**config.mk**
```make
export PLATFORM = sky130hd
export DESIGN_NAME = wire_stub_finder
export DESIGN_NICKNAME = d
export VERILOG_FILES = /design/src/rtl/wsf_pkg.sv /design/src/rtl/wsf_stretch.sv /design/src/rtl/wsf_layer_count.sv /design/src/rtl/wsf_key_engine.sv /design/src/rtl/wsf_ranker.sv /design/src/rtl/wire_stub_finder.sv
export SDC_FILE = /design/constraint.sdc
export NUM_CORES = 1
export LEC_CHECK = 0
export BUFFER_PORTS_ARGS = -buffer_cell sky130_fd_sc_hd__buf_2
export CORE_MARGIN = 4
export CORE_UTILIZATION = 48
export CTS_CLUSTER_DIAMETER = 50
export CTS_CLUSTER_SIZE = 12
export DETAILED_ROUTE_END_ITERATION = 6
export PLACE_DENSITY_LB_ADDON = 0.08
export SYNTH_ARGS = -nofsm -noshare
export SYNTH_HDL_FRONTEND = slang
export SYNTH_SLANG_ARGS = --single-unit
```
**constraint.sdc**
```tcl
create_clock -name clk -period 50.7 [get_ports clk]
set_input_delay 12.675 -clock clk [delete_from_list [all_inputs] [get_ports clk]]
set_output_delay 12.675 -clock clk [all_outputs]
set_load 0.05 [all_outputs]
```
**src/rtl/wsf_pkg.sv**
```systemverilog
package wsf_pkg;
  localparam int unsigned NLAYER = 6;

  // Outer layers accept a +/-1 wire-group offset in the collision envelope
  function automatic bit is_outer(input int unsigned l);
    return (l == 0) || (l == NLAYER - 1);
  endfunction

  // Map a programmed minimum onto the legal range 1..6
  function automatic logic [2:0] clamp_min(input logic [2:0] v);
    if (v == 3'd0)      return 3'd1;
    else if (v > 3'd6)  return 3'd6;
    else                return v;
  endfunction
endpackage

```
**src/rtl/wsf_stretch.sv**
```systemverilog
module wsf_stretch #(
  parameter int unsigned NWG = 16,
  parameter int unsigned SW  = 2
) (
  input  logic                                clk,
  input  logic                                rst_n,
  input  logic [wsf_pkg::NLAYER-1:0][NWG-1:0] hit_i,
  input  logic [SW-1:0]                       stretch_i,
  output logic [wsf_pkg::NLAYER-1:0][NWG-1:0] str_o
);
  localparam int unsigned NL = wsf_pkg::NLAYER;

  for (genvar l = 0; l < NL; l++) begin : g_lyr
    for (genvar w = 0; w < NWG; w++) begin : g_wg
      logic [SW-1:0] cnt_q, cnt_n;
      always_comb begin
        if (hit_i[l][w])        cnt_n = stretch_i;
        else if (cnt_q != '0)   cnt_n = cnt_q - 1'b1;
        else                    cnt_n = cnt_q;
      end
      always_ff @(posedge clk or negedge rst_n) begin
        if (!rst_n) cnt_q <= '0;
        else        cnt_q <= cnt_n;
      end
      assign str_o[l][w] = (cnt_q != '0);
    end
  end


  stretch_needs_hit_chk: assert property (@(posedge clk) disable iff (!rst_n)
    ((str_o & ~$past(str_o) & ~$past(hit_i)) == '0));
endmodule

```
**src/rtl/wsf_layer_count.sv**
```systemverilog
module wsf_layer_count #(
  parameter int unsigned NWG = 16
) (
  input  logic [wsf_pkg::NLAYER-1:0][NWG-1:0] str_i,
  output logic [2:0]                          coll_o [NWG],
  output logic [2:0]                          acc_o  [NWG]
);
  localparam int unsigned NL = wsf_pkg::NLAYER;

  for (genvar k = 0; k < NWG; k++) begin : g_key
    logic [NL-1:0] col_b, acc_b;
    for (genvar l = 0; l < NL; l++) begin : g_lyr
      logic lft, rgt;
      if (k > 0)       begin : g_l assign lft = str_i[l][k-1]; end
      else             begin : g_l0 assign lft = 1'b0; end
      if (k < NWG - 1) begin : g_r assign rgt = str_i[l][k+1]; end
      else             begin : g_r0 assign rgt = 1'b0; end
      assign acc_b[l] = str_i[l][k];
      if (wsf_pkg::is_outer(l)) begin : g_out
        assign col_b[l] = lft | rgt;
      end else begin : g_mid
        assign col_b[l] = str_i[l][k];
      end
    end
    always_comb begin
      coll_o[k] = '0;
      acc_o[k]  = '0;
      for (int l = 0; l < NL; l++) begin
        coll_o[k] = coll_o[k] + {2'b00, col_b[l]};
        acc_o[k]  = acc_o[k]  + {2'b00, acc_b[l]};
      end
    end
  end
endmodule

```
**src/rtl/wsf_key_engine.sv**
```systemverilog
module wsf_key_engine #(
  parameter int unsigned SW          = 2,
  parameter int unsigned CONFIRM_DLY = 1
) (
  input  logic          clk,
  input  logic          rst_n,
  input  logic [2:0]    coll_i,
  input  logic [2:0]    acc_i,
  input  logic          accel_only_i,
  input  logic [2:0]    pre_min_i,
  input  logic [2:0]    trg_min_i,
  input  logic [SW-1:0] stretch_i,
  input  logic          blk_ld_i,
  output logic          fire_o,
  output logic [2:0]    cnt_o,
  output logic          accel_o
);
  localparam int unsigned DW = (CONFIRM_DLY > 1) ? $clog2(CONFIRM_DLY) : 1;

  typedef enum logic {ST_IDLE, ST_WAIT} st_e;
  st_e           st_q, st_n;
  logic [DW-1:0] dly_q, dly_n;
  logic [SW-1:0] blk_q, blk_n;
  logic          arm;

  always_comb begin
    if (accel_only_i || (acc_i > coll_i)) begin
      cnt_o   = acc_i;
      accel_o = 1'b1;
    end else begin
      cnt_o   = coll_i;
      accel_o = 1'b0;
    end
  end

  assign arm    = (blk_q == '0) && (cnt_o >= pre_min_i);
  assign fire_o = (st_q == ST_WAIT) && (dly_q == '0) && (cnt_o >= trg_min_i);

  always_comb begin
    st_n  = st_q;
    dly_n = dly_q;
    case (st_q)
      ST_IDLE: if (arm) begin
        st_n  = ST_WAIT;
        dly_n = DW'(CONFIRM_DLY - 1);
      end
      ST_WAIT: if (dly_q == '0) st_n = ST_IDLE;
               else             dly_n = dly_q - 1'b1;
      default: st_n = ST_IDLE;
    endcase
    if (blk_ld_i)          blk_n = stretch_i;
    else if (blk_q != '0)  blk_n = blk_q - 1'b1;
    else                   blk_n = blk_q;
  end

  always_ff @(posedge clk or negedge rst_n) begin
    if (!rst_n) begin
      st_q  <= ST_IDLE;
      dly_q <= '0;
      blk_q <= '0;
    end else begin
      st_q  <= st_n;
      dly_q <= dly_n;
      blk_q <= blk_n;
    end
  end


  single_fire_per_arm_chk: assert property (@(posedge clk) disable iff (!rst_n)
    fire_o |=> !fire_o);

  fire_meets_min_chk: assert property (@(posedge clk) disable iff (!rst_n)
    fire_o |-> (cnt_o >= trg_min_i) && (cnt_o != 3'd0));
endmodule

```
**src/rtl/wsf_ranker.sv**
```systemverilog
module wsf_ranker #(
  parameter int unsigned NWG = 16,
  parameter int unsigned KW  = $clog2(NWG)
) (
  input  logic           clk,
  input  logic           rst_n,
  input  logic [NWG-1:0] fire_i,
  input  logic [2:0]     cnt_i [NWG],
  input  logic [NWG-1:0] accel_i,
  input  logic           accel_only_i,
  output logic           s0_vld_o,
  output logic [KW-1:0]  s0_key_o,
  output logic           s0_accel_o,
  output logic [2:0]     s0_nlyr_o,
  output logic           s1_vld_o,
  output logic [KW-1:0]  s1_key_o,
  output logic           s1_accel_o,
  output logic [2:0]     s1_nlyr_o,
  output logic           veto_o
);
  localparam int unsigned SCW = 3 + 1 + KW;

  function automatic logic [SCW-1:0] score(input logic [2:0] n, input logic acc,
                                           input int unsigned k);
    return {n, ~acc, KW'(NWG - 1 - k)};
  endfunction

  logic           h0, h1;
  logic [KW-1:0]  i0, i1;
  logic [SCW-1:0] sc0, sc1, sc;
  logic           v0_n, v1_n, a0_n, a1_n, veto_n;
  logic [KW-1:0]  k0_n, k1_n;
  logic [2:0]     n0_n, n1_n;

  always_comb begin
    h0 = 1'b0; i0 = '0; sc0 = '0;
    h1 = 1'b0; i1 = '0; sc1 = '0;
    for (int k = 0; k < NWG; k++) begin
      sc = score(cnt_i[k], accel_i[k], k);
      if (fire_i[k] && (!h0 || sc > sc0)) begin
        h0 = 1'b1; sc0 = sc; i0 = KW'(k);
      end
    end
    for (int k = 0; k < NWG; k++) begin
      sc = score(cnt_i[k], accel_i[k], k);
      if (fire_i[k] && (KW'(k) != i0) && (!h1 || sc > sc1)) begin
        h1 = 1'b1; sc1 = sc; i1 = KW'(k);
      end
    end
    v0_n   = h0;
    k0_n   = h0 ? i0 : '0;
    a0_n   = h0 ? accel_i[i0] : 1'b0;
    n0_n   = h0 ? cnt_i[i0] : 3'd0;
    v1_n   = h0 && h1;
    k1_n   = v1_n ? i1 : '0;
    a1_n   = v1_n ? accel_i[i1] : 1'b0;
    n1_n   = v1_n ? cnt_i[i1] : 3'd0;
    veto_n = accel_only_i && h0;
  end

  always_ff @(posedge clk or negedge rst_n) begin
    if (!rst_n) begin
      s0_vld_o <= 1'b0; s0_key_o <= '0; s0_accel_o <= 1'b0; s0_nlyr_o <= '0;
      s1_vld_o <= 1'b0; s1_key_o <= '0; s1_accel_o <= 1'b0; s1_nlyr_o <= '0;
      veto_o   <= 1'b0;
    end else begin
      s0_vld_o <= v0_n; s0_key_o <= k0_n; s0_accel_o <= a0_n; s0_nlyr_o <= n0_n;
      s1_vld_o <= v1_n; s1_key_o <= k1_n; s1_accel_o <= a1_n; s1_nlyr_o <= n1_n;
      veto_o   <= veto_n;
    end
  end


  slot1_needs_slot0_chk: assert property (@(posedge clk) disable iff (!rst_n)
    s1_vld_o |-> s0_vld_o && (s0_key_o != s1_key_o));

  slot_order_chk: assert property (@(posedge clk) disable iff (!rst_n)
    s1_vld_o |-> (s0_nlyr_o > s1_nlyr_o) ||
                 ((s0_nlyr_o == s1_nlyr_o) && (!s0_accel_o || s1_accel_o)));

  veto_is_accel_chk: assert property (@(posedge clk) disable iff (!rst_n)
    veto_o |-> s0_vld_o && s0_accel_o);
endmodule

```
**src/rtl/wire_stub_finder.sv**
```systemverilog
module wire_stub_finder #(
  parameter int unsigned NWG         = 16,
  parameter int unsigned SW          = 2,
  parameter int unsigned CONFIRM_DLY = 1,
  parameter int unsigned KW          = $clog2(NWG)
) (
  input  logic                                clk,
  input  logic                                rst_n,
  input  logic [wsf_pkg::NLAYER-1:0][NWG-1:0] hits_i,
  input  logic [SW-1:0]                       stretch_i,
  input  logic [2:0]                          pre_min_i,
  input  logic [2:0]                          trg_min_i,
  input  logic                                accel_only_i,
  output logic                                s0_vld_o,
  output logic [KW-1:0]                       s0_key_o,
  output logic                                s0_accel_o,
  output logic [2:0]                          s0_nlyr_o,
  output logic                                s1_vld_o,
  output logic [KW-1:0]                       s1_key_o,
  output logic                                s1_accel_o,
  output logic [2:0]                          s1_nlyr_o,
  output logic                                veto_o
);
  localparam int unsigned NL = wsf_pkg::NLAYER;

  logic [NL-1:0][NWG-1:0] str;
  logic [2:0]             coll [NWG];
  logic [2:0]             acc  [NWG];
  logic [2:0]             kcnt [NWG];
  logic [NWG-1:0]         fire, kacc, blk_ld;
  logic [2:0]             pre_min, trg_min;

  assign pre_min = wsf_pkg::clamp_min(pre_min_i);
  assign trg_min = wsf_pkg::clamp_min(trg_min_i);

  wsf_stretch #(.NWG(NWG), .SW(SW)) u_stretch (
    .clk(clk), .rst_n(rst_n), .hit_i(hits_i), .stretch_i(stretch_i), .str_o(str));

  wsf_layer_count #(.NWG(NWG)) u_count (
    .str_i(str), .coll_o(coll), .acc_o(acc));

  for (genvar k = 0; k < NWG; k++) begin : g_key
    logic lf, rf;
    if (k > 0)       begin : g_l assign lf = fire[k-1]; end
    else             begin : g_l0 assign lf = 1'b0; end
    if (k < NWG - 1) begin : g_r assign rf = fire[k+1]; end
    else             begin : g_r0 assign rf = 1'b0; end
    assign blk_ld[k] = lf | fire[k] | rf;

    wsf_key_engine #(.SW(SW), .CONFIRM_DLY(CONFIRM_DLY)) u_eng (
      .clk(clk), .rst_n(rst_n), .coll_i(coll[k]), .acc_i(acc[k]),
      .accel_only_i(accel_only_i), .pre_min_i(pre_min), .trg_min_i(trg_min),
      .stretch_i(stretch_i), .blk_ld_i(blk_ld[k]),
      .fire_o(fire[k]), .cnt_o(kcnt[k]), .accel_o(kacc[k]));
  end

  wsf_ranker #(.NWG(NWG), .KW(KW)) u_rank (
    .clk(clk), .rst_n(rst_n), .fire_i(fire), .cnt_i(kcnt), .accel_i(kacc),
    .accel_only_i(accel_only_i),
    .s0_vld_o(s0_vld_o), .s0_key_o(s0_key_o), .s0_accel_o(s0_accel_o), .s0_nlyr_o(s0_nlyr_o),
    .s1_vld_o(s1_vld_o), .s1_key_o(s1_key_o), .s1_accel_o(s1_accel_o), .s1_nlyr_o(s1_nlyr_o),
    .veto_o(veto_o));


  normal_mode_no_veto_chk: assert property (@(posedge clk) disable iff (!rst_n)
    !$past(accel_only_i) |-> !veto_o);
endmodule

```
### Word-level counts from Yosys, hierarchy flattened

Index checks and enable logic that the tools add are counted.

* register bits: 275
* input port bits: 107
* output and inout bits: 19
* logic and storage cells: 1542

* reductions and logical operators: 415
* bitwise logic cells: 107
* multiplexer cells: 464
* add/subtract/negate cells: 288
* $lt $le $gt $ge: 84
* equal/unequal tests: 31

Operators with widths (count)
* $mux W2: 228
* $reduce_bool A2 Y1: 224
* $add A3 B1 Y3: 128
* $gt A8 B8 Y1: 30
* $mux W8: 30
* $sub A2 B1 Y2 const B: 112
* $mux W1: 118
* $mux W3: 34
* $ge A3 B3 Y1: 32
* $logic_and A1 B1 Y1: 96
* $mux W4: 18
* $add A1 B1 Y2: 32
* $pmux W1 S2: 32
* $or A1 B1 Y1: 57
* $gt A3 B3 Y1: 16
* $not A1 Y1: 48
* $logic_or A1 B1 Y1: 46
* $logic_not A2 Y1: 16
* $ne A2 B1 Y1 const B: 16
* $ne A4 B4 Y1 const A: 8
* $logic_not A1 Y1: 30
* $bmux W3 S4: 2
* $ne A3 B4 Y1 const A: 4
* $sub A1 B1 Y1 const B: 16
* 9 further kinds: 16

### Depth between registers and ports, before layout

Gate-level depths: netlist (run 1).

* depth after elaboration: 140
* depth in mapped cells: 280
* gate-level depth less buffers: 268

### Modules after synthesis

From an unflattened synthesis (run 1), not the netlist that was laid out.

* cell total of the unflattened synthesis: 3481
* area, all modules: 29343.1 um^2

By module, submodules not included
* wsf_stretch: area each 11284.6 um^2, cells an instance 1269, seq. area each 4804.6 um^2, times used 1
* wsf_ranker: area each 7882.6 um^2, cells an instance 1121, seq. area each 475.5 um^2, times used 1
* wsf_key_engine: area each 430.4 um^2, cells an instance 45, seq. area each 75.1 um^2, times used 16
* wsf_layer_count: area each 3136.8 um^2, cells an instance 345, seq. area each 0.0 um^2, times used 1
* wire_stub_finder: area each 152.6 um^2, cells an instance 26, seq. area each 0.0 um^2, times used 1

### Least setup slack after synthesis (run 1)

OpenSTA, ideal clock, no wires.

* kind: input-to-reg
* start: input port accel_only_i
* end: register u_rank.s1_nlyr_o[2]
* data required time: 50.599 ns
* buffers on the path: 13
* slack: -7.896 ns
* arrival: 58.495 ns
* stages: 250
* library setup time: 0.101 ns
* cells stage by stage: buf_2 > inv_1 > and2_1 > clkbuf_1 > mux2i_1 > inv_1 > ha_1 > and2b_1 > a2111oi_4 > a311oi_2 > and2_1 > nor2_1 > inv_1 > ha_1 > nand3_1 > o41ai_1 > a21oi_1 > nor2_1 > [... 214 more ...] > a21o_1 > a21o_1 > a21oi_1 > o21ai_0 > nand2_1 > clkbuf_1 > mux2_2 > ha_1 > a21o_1 > a21o_1 > a21oi_1 > a21oi_1 > clkbuf_1 > a21oi_2 > buf_4 > mux2i_1 > a211oi_1 > nor4_1

* word-level cells in the longest chain between the ends: 133
* elaborated cells between the ends (all ways): 346
* those cells by class: order compare: 46; eq/ne: 15; mux: 128; bitwise: 17; reduce/logical: 140

RTL lines
* from (decl): line wire_stub_finder.sv:13 `input logic accel_only_i,`
* $logic_or A1 B1 Y1: line wsf_key_engine.sv:27 `if (accel_only_i || (acc_i > coll_i)) begin`
* $mux W3: line wsf_key_engine.sv:27
* $ge A3 B3 Y1: line wsf_key_engine.sv:37 `assign fire_o = (st_q == ST_WAIT) && (dly_q == '0) && (cnt_o >= trg_min_i);`
* $logic_and A1 B1 Y1: line wsf_key_engine.sv:37
* $mux W8 / $mux W1 (equally long branches): line wsf_ranker.sv:40 `if (fire_i[k] && (!h0 || sc > sc0)) begin`
* $gt A8 B8 Y1 / $logic_not A1 Y1 (equally long branches): line wsf_ranker.sv:40
* $logic_or A1 B1 Y1: line wsf_ranker.sv:40
* $logic_and A1 B1 Y1: line wsf_ranker.sv:40
* [... 117 more ...]
* $logic_or A1 B1 Y1: line wsf_ranker.sv:46 `if (fire_i[k] && (KW'(k) != i0) && (!h1 || sc > sc1)) begin`
* $logic_and A1 B1 Y1: line wsf_ranker.sv:46
* $mux W4: line wsf_ranker.sv:46
* $not A4 Y5 (implied by the code): line wsf_ranker.sv:57 `n1_n = v1_n ? cnt_i[i1] : 3'd0;`
* $bmux W3 S4: line wsf_ranker.sv:57
* $mux W3 (implied by the code) (2 in a row): line wsf_ranker.sv:57
* $mux W3 *: line wsf_ranker.sv:57
* named net u_rank.n1_n[2]: line wsf_ranker.sv:33 `logic [2:0] n0_n, n1_n;`
* to (signal assigned): line wsf_ranker.sv:68 `s1_vld_o <= v1_n; s1_key_o <= k1_n; s1_accel_o <= a1_n; s1_nlyr_o <= n1_n;`
* to (decl): line wsf_ranker.sv:18 `output logic [2:0] s1_nlyr_o,`

The timed path passes the listed nets; every way through them passes the cells marked *. The select of a mux whose other input is x is not followed.
A chain may end at the register's enable or synchronous reset.

### Worst setup path after layout (run 1)

* start: input port accel_only_i
* end: register u_rank.s1_nlyr_o[1]

The elaborated chain is that of the path after synthesis.

==> results of run 1 <==
[worst max-delay path by stage]
| stage | startpoint | to | slack, ns | cells past startpoint |
|---|---|---|---|---|
| floorplan | accel_only_i | u_rank.s1_nlyr_o[2] | -3.10 | 254 |
| global placement | accel_only_i | u_rank.s1_nlyr_o[0] | -2.79 | 244 |
| detailed placement | accel_only_i | u_rank.s1_nlyr_o[0] | -3.90 | 247 |
| CTS | accel_only_i | u_rank.s1_accel_o | -2.46 | 248 |
| global route | accel_only_i | u_rank.s1_nlyr_o[1] | -5.47 | 247 |
| finish | accel_only_i | u_rank.s1_nlyr_o[1] | -3.38 | 248 |
[cell families (layout without fill, tap and decap cells)]
logic type	after synthesis	count (layout)	synth area share [%]
fa+ha+maj	502	502	26.34
buf+inv	553	1130	7.957
simple gates	635	635	11.02
mux	229	229	9.354
flops	259	259	24.46
other cells	0	2	0
compound gates	694	694	17.07
xor+xnor	115	115	3.801
[repair_timing]
action                     4_1_cts  5_1_grt
setup endpoints to repair        8        8
gates resized for setup         52       98
pin swaps                       49       76
hold endpoints to repair         0        0
cloned                           1        0
setup buffers                  102       37
[worst max-delay path, delay by kind of cell]
kind | cells | cell delay [ns]
multiplexers | 12 | 3.82
buffers and inverters | 12 | 1.20
adder cells (fa/ha/maj) | 31 | 7.43
AO/OA/AOI/OAI | 143 | 23.17
AND/OR/NAND/NOR | 50 | 6.17
[cell usage after synthesis, types with 9 or more instances]
cell type	number	share of area [%]
mux2i_1	80	3.0
o21ai_0	254	4.8
a31oi_1	27	0.64
fa_1	94	7.1
nand2b_1	44	1.0
nand2_1	308	4.4
mux2_2	149	6.3
xnor2_1	9	0.30
o31ai_1	16	0.45
or2_2	14	0.33
dfrtp_1	259	24
inv_1	498	7.1
a211oi_1	27	0.76
a211o_1	9	0.30
clkbuf_1	41	0.58
xor2_1	106	3.5
o22ai_1	11	0.26
nor3_1	19	0.36
and2_1	11	0.26
o211ai_1	10	0.28
a222oi_1	13	0.49
nand3_1	26	0.49
ha_1	405	19
nor2_1	134	1.9
nor3b_1	17	0.48
nand4_1	13	0.31
a21oi_1	113	2.1
o21a_1	21	0.59
a22oi_1	10	0.28
a21o_1	98	2.8
nor2b_1	13	0.31
[metal layers]
metal	routed length [um]	share of wire, %	track usage, %	vias up
met5	34	0.039	0	-
met4	2733	3.1	8.776	6
met3	5306	6.1	4.834	168
met2	38620	44	45.46	666
met1	40320	46	41.29	11480
li1	-	-	-	11340
[flip-flops by register name (all words and copies together) (netlist names)]
signal	count
u_rank.s0_nlyr_o	3
u_rank.s1_nlyr_o	3
u_stretch.g_lyr.g_wg.cnt_q	192
g_key.u_eng.blk_q	32
u_rank.s0_key_o	4
u_rank.s1_vld_o	1
u_rank.s1_key_o	4
g_key.u_eng.st_q	16
u_rank.s0_accel_o	1
u_rank.s0_vld_o	1
u_rank.s1_accel_o	1
u_rank.veto_o	1
[stage by stage]
stage	worst slack (ns)	cell area, um2	TNS, ns
6_report	-3.377	33720	-24.62
3_5_place_dp	-3.896	30790	-28.40
2_1_floorplan	-3.099	27320	-22.95
4_1_cts	-2.458	33030	-17.17
3_3_place_gp	-2.788	30790	-19.42
5_1_grt	-5.473	33720	-41.29
[cell type report]
cell class / instances / area, um2
tap: 696 / 870.8
inverter: 498 / 1874
fill: 4727 / 20510
clock buffer: 48 / 1059
timing repair buffer: 566 / 4081
sequential: 259 / 6481
clock inverter: 18 / 192.7
antenna: 2 / 5.005
multi-input combinational: 2175 / 19160
==> metrics, run 1 <==
ANT nets after route=0; initial antenna violation count=6; Final Cycle Share=106.7%; layout cell share with drive strength beyond 1=27.92%; vias per cell=5.553; Required @ worst endpoint=51.18 ns; ys async rst share=100.0%; I/O pin count=126; TritonCTS clock tree=built; slowest CP cell=a222oi_1; # Max-Cap Violations=0; Post-route DRC=0; Clock Pin Slew Worst Setup and Hold Paths=0.06 ns; RePlAce Congestion=1.011; outcome=finished with violations; RR Startpoint=u_stretch.g_lyr[0].g_wg[0].cnt_q[0]; post-synthesis sequential area ratio=24.46%; Setup CP Type=primary input to register; Syn Nets=3,593; Post-Syn Instances=2,987; Hold Path Depth=1; biggest cell delay along the critical path=0.48 ns; Crit Path Max Fanout=8; Hold Fails Final Rpt=0; placed insts=4,059; gr ovfl total=0; # setup viols final=8; maximum clock path buffer count=3; CTS Buf Count=38; I/O Buffers=125; worst r2r path cells=256; Die ar.=59,020 um2; commonest cells after routing, fill and taps aside=inv_1 (493), buf_4 (426), ha_1 (383); Starting Density=48.85%; largest net degree at the start of global routing=76; Min-Delay Endpoint=g_key[14].u_eng.st_q; most common cell after layout, fill and taps aside=inv_1; crit end category=register; post-synth cell types=86; Worst-Skew Late Latency=0.57 ns; Final Max Tran Viols=0; die height=243.0 um; most used cell, CP=a21o_1; Startpoint Class=primary input; FF-to-FF End=u_rank.s1_nlyr_o[1]; CP arrival=54.55 ns; Fmax achieved=18.49 MHz; H-Tree Depth=2; TritonRoute pass-1 iters=7; wire length of the first global-routing pass=135,900 um; GRT Overall Usage=29.01%; worst-margin pin slew=1.106 ns; total wire length=87,020 um; CTS Root Cell=clkbuf_16; area grow syn2layout=27.28%; Slew HR=26.21%; Tmin final=54.08 ns; EDFF count, synth=0; unrepaired setup endpoints after global routing=yes; DRT iter0 DRCs=1,450; vias in the first global route=24,080; Std-Cell Core Area=54,240 um2; Routed WL per cell=20.42 um; # clock sinks=259; Reg2Reg Setup Slack=5.33 ns; Worst Slack Setup Final=-3.377 ns; via count=23,670; row cnt=85; Post-Syn Area=26,500 um2; violated checks=setup timing; Post-Layout Cell Count=4,262; Hold Worst Slack=0.4278 ns; Detailed Place HPWL=67,210 um; hold_buf cts=0; final core occ=62.18%; Ys Warns=0; hold_sp=g_key[14].u_eng.st_q; DIE WIDTH=243.0 um; worst hold path class=register to register; #FFs+latches synth=259; skew final=0.02351 ns; syn_area_per_cell=8.871 um2; Nets=4,144; top_reg_cell synth=dfrtp_1
Power of run 1 is not shown: default switching activity piles up to over one toggle a cycle in this logic, so the estimate is an artifact.
==> inputs of run 2 (changes only) <==
- CELL_PAD_IN_SITES_DETAIL_PLACEMENT: default -> 0
- CELL_PAD_IN_SITES_GLOBAL_PLACEMENT: default -> 1
- CORE_UTILIZATION: 48 -> 45
==> run 2 against run 1 <==
The flow still finishes with violations (setup timing). Critical path type unchanged. Wire length shrank 0.67%. Critical endpoint unchanged. Non-clock buffer count shrank 50. Critical path depth shrank 1.
==> metrics, run 2 (synthesis results as in run 1) <==
Min-Delay Endpoint=g_key[11].u_eng.st_q; die height=250.7 um; layout cell share with drive strength beyond 1=26.53%; most used cell, CP=a21o_1; I/O Buffers=125; TritonCTS clock tree=built; biggest regs=u_stretch.g_lyr.g_wg.cnt_q (192), g_key.u_eng.blk_q (32), g_key.u_eng.st_q (16); Worst-Skew Late Latency=0.57 ns; placed insts=4,132; worst hold path class=register to register; critical path's top delay family=compound AO/OA/AOI/OAI gates; worst-margin pin slew=1.093 ns; ANT nets after route=0; CP arrival=54.02 ns; Routed WL per cell=20.18 um; crit end category=register; wire length of the first global-routing pass=134,000 um; Required @ worst endpoint=51.16 ns; slowest CP cell=a222oi_1; # setup viols final=8; skew final=0.02780 ns; largest net degree at the start of global routing=83; Startpoint Class=primary input; # clock sinks=259; hold_buf cts=0; biggest cell delay along the critical path=0.51 ns; Post-route DRC=0; I/O pin count=126; H-Tree Depth=2; Biggest register=u_stretch.g_lyr.g_wg.cnt_q; unrepaired setup endpoints after global routing=yes; vias per cell=5.462; DRT iter0 DRCs=1,455; Reg2Reg Setup Slack=5.98 ns; Fmax achieved=18.67 MHz; CTS Buf Count=40; CP Launch Point=accel_only_i; Final Cycle Share=105.6%; area grow syn2layout=25.96%; Worst Slack Setup Final=-2.860 ns; Worst Path Buf+Inv=15; Tmin final=53.56 ns; Largest register FFs=192; Starting Density=45.66%; gr ovfl total=0; Nets=4,096; row cnt=88; Hold Fails Final Rpt=0; outcome=finished with violations; GRT Overall Usage=26.86%; maximum clock path buffer count=3; Hold Path Depth=1; # Max-Cap Violations=0; most common cell after layout, fill and taps aside=inv_1; Die ar.=62,830 um2; via count=23,400; vias in the first global route=23,910; hold_sp=g_key[11].u_eng.st_q; violated checks=setup timing; worst r2r path cells=257; post-placement worst setup slack=-3.978 ns; Detailed Place HPWL=68,420 um; Final Max Tran Viols=0; Crit Path Max Fanout=7; RR Startpoint=u_stretch.g_lyr[0].g_wg[1].cnt_q[0]; DIE WIDTH=250.7 um; commonest cells after routing, fill and taps aside=inv_1 (493), ha_1 (378), buf_4 (371); TritonRoute pass-1 iters=5; CTS Root Cell=clkbuf_16; RePlAce Congestion=1.027; initial antenna violation count=3; Std-Cell Core Area=58,030 um2; Post-Layout Cell Count=4,284; Setup CP Type=primary input to register; Clock Pin Slew Worst Setup and Hold Paths=0.05 ns; FF-to-FF End=u_rank.s1_nlyr_o[1]; total wire length=86,430 um; Slew HR=26.35%
run 2: stage by stage:
step                TNS (ns)  cell area, um2  hold WS [ns]  util [%]
global route          -34.97           33370        0.4563     57.51
finish                -20.27           33380        0.4361     57.52
detailed placement    -29.03           30890        0.4269     53.24
global placement      -20.29           30890        0.4198     53.24
CTS                   -19.23           32600        0.4401     56.18
floorplan             -22.95           27320        0.4019         -
run 2: cell type report:
cell class | count | area (um2)
Sequential cell | 259 | 6481
Multi-Input combinational cell | 2175 | 19080
Antenna cell | 2 | 5.005
Clock inverter | 24 | 225.2
Inverter | 498 | 1874
Tap cell | 765 | 957.2
Timing Repair Buffer | 516 | 3680
Clock buffer | 45 | 1072
Fill cell | 5181 | 24650
run 2: worst max-delay path by stage:
stage	depth (start not counted)	slack [ns]	endpoint
final	247	-2.86	u_rank.s1_nlyr_o[1]
after global routing	248	-4.69	u_rank.s1_nlyr_o[1]
after CTS	246	-2.80	u_rank.s1_accel_o
after detailed placement	246	-3.98	u_rank.s1_accel_o
after global placement	241	-2.84	u_rank.s1_nlyr_o[2]
after floorplan	254	-3.10	u_rank.s1_nlyr_o[2]
run 2: repair_timing:
item / in CTS / in global routing
buffers inserted: 39 / 42
resized for setup: 27 / 107
setup endpoints to repair: 8 / 8
pin swaps: 20 / 86
hold endpoints to repair: 0 / 0
cloned: 0 / 1
run 2: routing by layer:
metal  GRT usage, %  routed length (um)  vias to the layer above
li1               -                   -                    11250
met1          38.33               40530                    11340
met2          42.22               38280                      645
met3          4.267                4943                      157
met4          7.846                2656                        6
met5              0                  22                        -
run 2: worst reg2reg max path: cells and delay by family (launching register included):
| kind | cells | cell delay (ns) |
|---|---|---|
| AOI/OAI and AO/OA | 141 | 23.42 |
| xor gates and xnor gates | 1 | 0.14 |
| adders and majority gates | 36 | 8.83 |
| buffers and inverters | 17 | 1.82 |
| DFF | 1 | 0.39 |
| muxes | 12 | 3.78 |
| and+or+nand+nor | 50 | 6.28 |
Power of run 2 is left out for the same reason.
